**src/rtl/spi_mem_guard_pkg.sv**
```systemverilog
package spi_mem_guard_pkg;
  localparam int STAT_W   = 8;
  localparam int SWD_POS  = 7;
  localparam int BP1_POS  = 3;
  localparam int BP0_POS  = 2;
  localparam int WEL_POS  = 1;
  localparam logic [STAT_W-1:0] WR_MASK =
    (STAT_W'(1) << SWD_POS) | (STAT_W'(1) << BP1_POS) | (STAT_W'(1) << BP0_POS);

  typedef enum logic [1:0] {
    BP_NONE    = 2'b00,
    BP_QUARTER = 2'b01,
    BP_HALF    = 2'b10,
    BP_ALL     = 2'b11
  } bp_e;
endpackage

```
**src/rtl/guard_wel.sv**
```systemverilog
module guard_wel (
  input  logic clk,
  input  logic rst_n,
  input  logic set_i,
  input  logic clr_i,
  output logic wel_o
);
  logic wel_q;

  always_ff @(posedge clk or negedge rst_n) begin
    if (!rst_n)     wel_q <= 1'b0;
    else if (clr_i) wel_q <= 1'b0;
    else if (set_i) wel_q <= 1'b1;
  end

  assign wel_o = wel_q;

  a_r3_clear_wins: assert property (@(posedge clk) disable iff (!rst_n)
    clr_i |=> !wel_o);
  a_r3_set_latch: assert property (@(posedge clk) disable iff (!rst_n)
    (set_i && !clr_i) |=> wel_o);
  a_r3_hold: assert property (@(posedge clk) disable iff (!rst_n)
    (!set_i && !clr_i) |=> $stable(wel_o));
endmodule

```
**src/rtl/guard_statreg.sv**
```systemverilog
module guard_statreg
  import spi_mem_guard_pkg::*;
(
  input  logic              clk,
  input  logic              rst_n,
  input  logic              wel_i,
  input  logic              wp_n_i,
  input  logic              wr_i,
  input  logic [STAT_W-1:0] data_i,
  output logic [STAT_W-1:0] stat_o,
  output logic              hw_lock_o
);
  logic [STAT_W-1:0] stat_q;
  logic              lock;
  logic              take;

  assign lock = stat_q[SWD_POS] & ~wp_n_i;
  assign take = wr_i & wel_i & ~lock;

  always_ff @(posedge clk or negedge rst_n) begin
    if (!rst_n)    stat_q <= '0;
    else if (take) stat_q <= data_i & WR_MASK;
  end

  assign stat_o    = stat_q;
  assign hw_lock_o = lock;

  a_r6_locked_frozen: assert property (@(posedge clk) disable iff (!rst_n)
    (stat_q[SWD_POS] && !wp_n_i) |=> $stable(stat_o));
  a_r5_no_wel_no_change: assert property (@(posedge clk) disable iff (!rst_n)
    !wel_i |=> $stable(stat_o));
  a_r5_loaded: assert property (@(posedge clk) disable iff (!rst_n)
    (wr_i && wel_i && !stat_q[SWD_POS]) |=> (stat_o == ($past(data_i) & WR_MASK)));
endmodule

```
**src/rtl/guard_bp_decode.sv**
```systemverilog
module guard_bp_decode
  import spi_mem_guard_pkg::*;
#(
  parameter int AW = 15
) (
  input  logic [1:0]    bp_i,
  input  logic [AW-1:0] addr_i,
  output logic          prot_o
);
  localparam logic [AW-1:0] QUARTER_BASE = AW'(3) << (AW - 2);
  localparam logic [AW-1:0] HALF_BASE    = AW'(1) << (AW - 1);

  always_comb begin
    unique case (bp_e'(bp_i))
      BP_NONE:    prot_o = 1'b0;
      BP_QUARTER: prot_o = (addr_i >= QUARTER_BASE);
      BP_HALF:    prot_o = (addr_i >= HALF_BASE);
      default:    prot_o = 1'b1;
    endcase
  end

  always_comb begin
    if (bp_i == 2'b00) a_r7_none_open: assert (!prot_o);
    if (bp_i == 2'b11) a_r7_all_shut: assert (prot_o);
  end
endmodule

```
**src/rtl/spi_mem_guard.sv**
```systemverilog
module spi_mem_guard
  import spi_mem_guard_pkg::*;
#(
  parameter int AW = 15
) (
  input  logic          clk,
  input  logic          rst_n,
  input  logic          wp_n_i,
  input  logic          wren_i,
  input  logic          wrdi_i,
  input  logic          wrsr_i,
  input  logic [7:0]    wrsr_data_i,
  input  logic          cmd_end_i,
  input  logic [AW-1:0] addr_i,
  output logic [7:0]    status_o,
  output logic          prot_o,
  output logic          write_ok_o
);
  logic              wel;
  logic [STAT_W-1:0] stat;
  logic              hw_lock;

  guard_wel u_wel (
    .clk   (clk),
    .rst_n (rst_n),
    .set_i (wren_i),
    .clr_i (wrdi_i | cmd_end_i),
    .wel_o (wel)
  );

  guard_statreg u_stat (
    .clk       (clk),
    .rst_n     (rst_n),
    .wel_i     (wel),
    .wp_n_i    (wp_n_i),
    .wr_i      (wrsr_i),
    .data_i    (wrsr_data_i),
    .stat_o    (stat),
    .hw_lock_o (hw_lock)
  );

  guard_bp_decode #(.AW(AW)) u_dec (
    .bp_i   (stat[BP1_POS:BP0_POS]),
    .addr_i (addr_i),
    .prot_o (prot_o)
  );

  assign status_o   = stat | (STAT_W'(wel) << WEL_POS);
  assign write_ok_o = wel & ~prot_o;

  a_r1_fixed_zero: assert property (@(posedge clk) disable iff (!rst_n)
    (status_o[6:4] == 3'b000) && !status_o[0]);
  a_r8_needs_wel: assert property (@(posedge clk) disable iff (!rst_n)
    write_ok_o |-> status_o[WEL_POS]);
  a_r8_lock_independent: assert property (@(posedge clk) disable iff (!rst_n)
    hw_lock |-> (write_ok_o == (status_o[WEL_POS] && !prot_o)));
  a_r4_end_clears: assert property (@(posedge clk) disable iff (!rst_n)
    cmd_end_i |=> !status_o[WEL_POS]);
endmodule

```
**config.mk**
```make
export PLATFORM = sky130hd
export DESIGN_NAME = spi_mem_guard
export DESIGN_NICKNAME = d
export VERILOG_FILES = /design/src/rtl/spi_mem_guard_pkg.sv /design/src/rtl/guard_wel.sv /design/src/rtl/guard_statreg.sv /design/src/rtl/guard_bp_decode.sv /design/src/rtl/spi_mem_guard.sv
export SDC_FILE = /design/constraint.sdc
export NUM_CORES = 1
export LEC_CHECK = 0
export ABC_CLOCK_PERIOD_IN_PS = 3000
export CAP_MARGIN = 40
export CORE_AREA = 2 2 39 41
export CTS_BUF_LIST = sky130_fd_sc_hd__clkbuf_4
export CTS_CLUSTER_SIZE = 28
export DETAILED_ROUTE_END_ITERATION = 6
export DIE_AREA = 0 0 41 43
export PLACE_DENSITY_LB_ADDON = 0.05
export SLEW_MARGIN = 20
export SYNTH_ARGS = -nofsm -noshare
export SYNTH_HDL_FRONTEND = slang
export SYNTH_HIERARCHICAL = 1
export SYNTH_SLANG_ARGS = --single-unit
```
**constraint.sdc**
```tcl
create_clock -name clk -period 3 [get_ports clk]
set_input_delay 0.75 -clock clk [delete_from_list [all_inputs] [get_ports clk]]
set_output_delay 0.75 -clock clk [all_outputs]
set_load 0.02 [all_outputs]
```
==> flow_metrics.py <==
metrics = {
    "floorplanning": {
        "fp.dieW_um": 41,
        "fp.dieH_um": 43,
        "num_io_pins": 40,
        "rows": 14,
        "initial_core_util": 0.186,
        "dieArea_mm2": 0.00176,
        "coreArea_mm2": 0.00138,
    },
    "drt": {
        "wire_per_inst_um": 10.5,
        "vias_per_cell": 3.64,
        "vias": 215,
        "dr.pass1.iters": 2,
        "initialDrtViolationCount": 4,
        "wl_um": 618,
        "post-route-drc-count": 0,
        "ant_nets": 0,
    },
    "cells_and_area": {
        "final_core_util": 0.324,
        "drive_above_1_share": 0.163,
        "diodes": 0,
        "nets": 75,
        "fin_cells": 59,
        "nFillCells": 143,
        "regArea_um2": 100,
        "finalInstanceArea_um2": 448,
        "syn2layout_area_growth_pct": 73.8,
        "multiInputGateArea_um2": 135,
    },
    "sta": {
        "fin_skew_ns": 0.00263,
        "rsz0062_at_grt": "false",
        "setup_violations": 0,
        "finalCritPeriodShare": 0.944,
        "hold-worst-slack_ns": 0.529,
        "fin_tns_setup_ns": 0,
        "period_needed_ns": 2.83,
        "max_freq_mhz": 353,
        "setup_slack_ns": 0.168,
        "drv_slew": 0,
        "hold_viol_final": 0,
    },
    "global_route": {
        "busiest_layer": "met3",
        "grt_use_total": 0.0846,
        "grt_pass1_wl_um": 848,
        "antenna_found_initial": 0,
        "grt_util_met3": 0.105,
        "grt_max_degree": 7,
        "grt_util_met1": 0.0779,
        "grt_pass1_vias": 190,
        "overflow": 0,
        "use_met2": 0.0969,
    },
    "synthesis": {
        "yosys-top-cells-area": "dfrtp_1, buf_4, mux2_4",
        "ys.flop_type": "dfrtp_1",
        "synth_common_cells": "buf_4, dfrtp_1",
        "synth_area_um2": 258,
        "async_reset_ff_frac": 1.00,
        "synth_top_family_by_area": "simple AND/OR/NAND/NOR gates",
        "synth_top_area_share": 0.388,
        "syn_inst": 24,
        "synth_cell_types": 13,
        "synth.area.mux_share": 0.117,
        "synth_xor_area_frac": 0,
        "synth-seq-cells": 4,
        "synth.most_common_cell": "buf_4",
        "yosys.area.top_type": "dfrtp_1",
        "yosysWarnings": 6,
        "synth_compound_area_frac": 0.0971,
        "synthAdderAreaFrac": 0,
        "avgSynthCellArea_um2": 10.7,
        "ys_seq_area_frac": 0.388,
        "synth_edf_count": 0,
        "synth_simple_gate_area_frac": 0.238,
    },
    "clock_network": {
        "cts_setup_buffers": 0,
        "clockRootBuffer": "clkbuf_4",
        "worstSkewPairLatency_ns": 0.24,
        "cts_max_path_buffers": 2,
        "ctsResizeCount": 0,
        "cts_tree": "done",
        "hold_buffers": 0,
        "cts_made_buffers": 3,
        "cts.sinks": 4,
        "cts.htree.levels": 1,
        "cts.clk_slew.worst_paths_ns": 0.03,
    },
    "critical_path": {
        "cpMostUsedCell": "clkdlybuf4s50_1",
        "cpMaxStageDelayCell": "clkdlybuf4s50_1",
        "startpoint_type": "primary input",
        "arrival_ns": 2.08,
        "crit_fanout": 2,
        "critical_path.max_stage_delay_ns": 0.60,
        "crit_required_ns": 2.25,
        "worst-setup-path-type": "in -> out",
        "path_cells": "clkdlybuf4s50_1, o21ai_1, nand2_1, nor2b_1, clkdlybuf4s50_1",
        "worst_setup_path_end_kind": "output pin",
    },
    "outcome": {
        "outcome": "completed",
    },
    "placed_design": {
        "place_inst": 56,
        "place_hpwl_um": 493,
        "place_congestion": 0.546,
        "dp_slack_ns": 0.167,
        "dpl_cell_area_um2": 425,
        "port_buffers": 17,
    },
    "pwr": {
        "p_leak_nw": 0.197,
        "total_power_mw": 0.245,
        "ir_drop_mv": 0.166,
        "powerDensity_mw_per_mm2": 548,
    },
    "min_path": {
        "hold_class": "reg -> reg",
    },
    "flow_run": {
        "max_cap_violations": 0,
    },
}
## placed cells by master, fill, tap and decap left out
master           Yosys  layout
clkdlybuf4s50_1      0      17
o21ai_1              1       1
mux2_4               2       2
clkbuf_4             0       3
o21ba_1              1       1
a32o_1               1       1
or2_1                2       2
dfrtp_1              4       4
nor2b_1              1       1
nand3_1              2       2
nand2_1              2       2
conb_1               1       5
nor2b_4              1       1
nor2_4               1       1
## critical path: cells and delay by family
| kind | cells | cell delay, ns |
|---|---|---|
| compound gates | 1 | 0.12 |
| buf+inv | 2 | 1.03 |
| simple gates | 2 | 0.18 |
## power breakdown
| part | internal, mW | total, mW | switching (mW) |
|---|---|---|---|
| clock | 0.0447 | 0.0667 | 0.0219 |
| combinational | 0.0590 | 0.103 | 0.0435 |
| sequential | 0.0654 | 0.0761 | 0.0107 |
## registers in the layout, indices dropped and copies added (netlist names)
signal and flops:
u_wel/wel_o 1, u_stat/stat_o 3
## worst paths after layout
path | startpoint | to | slack [ns] | cells after the start
min | u_stat/stat_o[7] | u_stat/stat_o[7] | 0.53 | 1
max | addr_i[14] | write_ok_o | 0.17 | 5
max in group asynchronous | rst_n | u_stat/stat_o[7] | 2.11 | 1
min reg2reg | u_stat/stat_o[7] | u_stat/stat_o[7] | 0.53 | 1
min in group asynchronous | rst_n | u_stat/stat_o[3] | 0.72 | 1
max reg2reg | u_wel/wel_o | u_stat/stat_o[2] | 1.91 | 3
## kinds of logic after synthesis
group,count (synthesis)
AO/OA/AOI/OAI,3
flip-flops,4
buffers and inverters,5
other,1
AND/OR/NAND/NOR,9
multiplexers,2
## final cells by class
cell class | count | area share
well taps | 16 | 0.0447
repair buffers | 17 | 0.380
clock buffers | 3 | 0.0503
multi-input cells | 19 | 0.302
flip-flops and latches | 4 | 0.223
## routing by layer
metal | part of all wire | vias to the layer above
met5 | 0 | -
met4 | 0 | 0
met3 | 0.12 | 0
met2 | 0.48 | 13
met1 | 0.40 | 93
li1 | - | 109
Note: power is estimated with default switching activity, not from simulation.
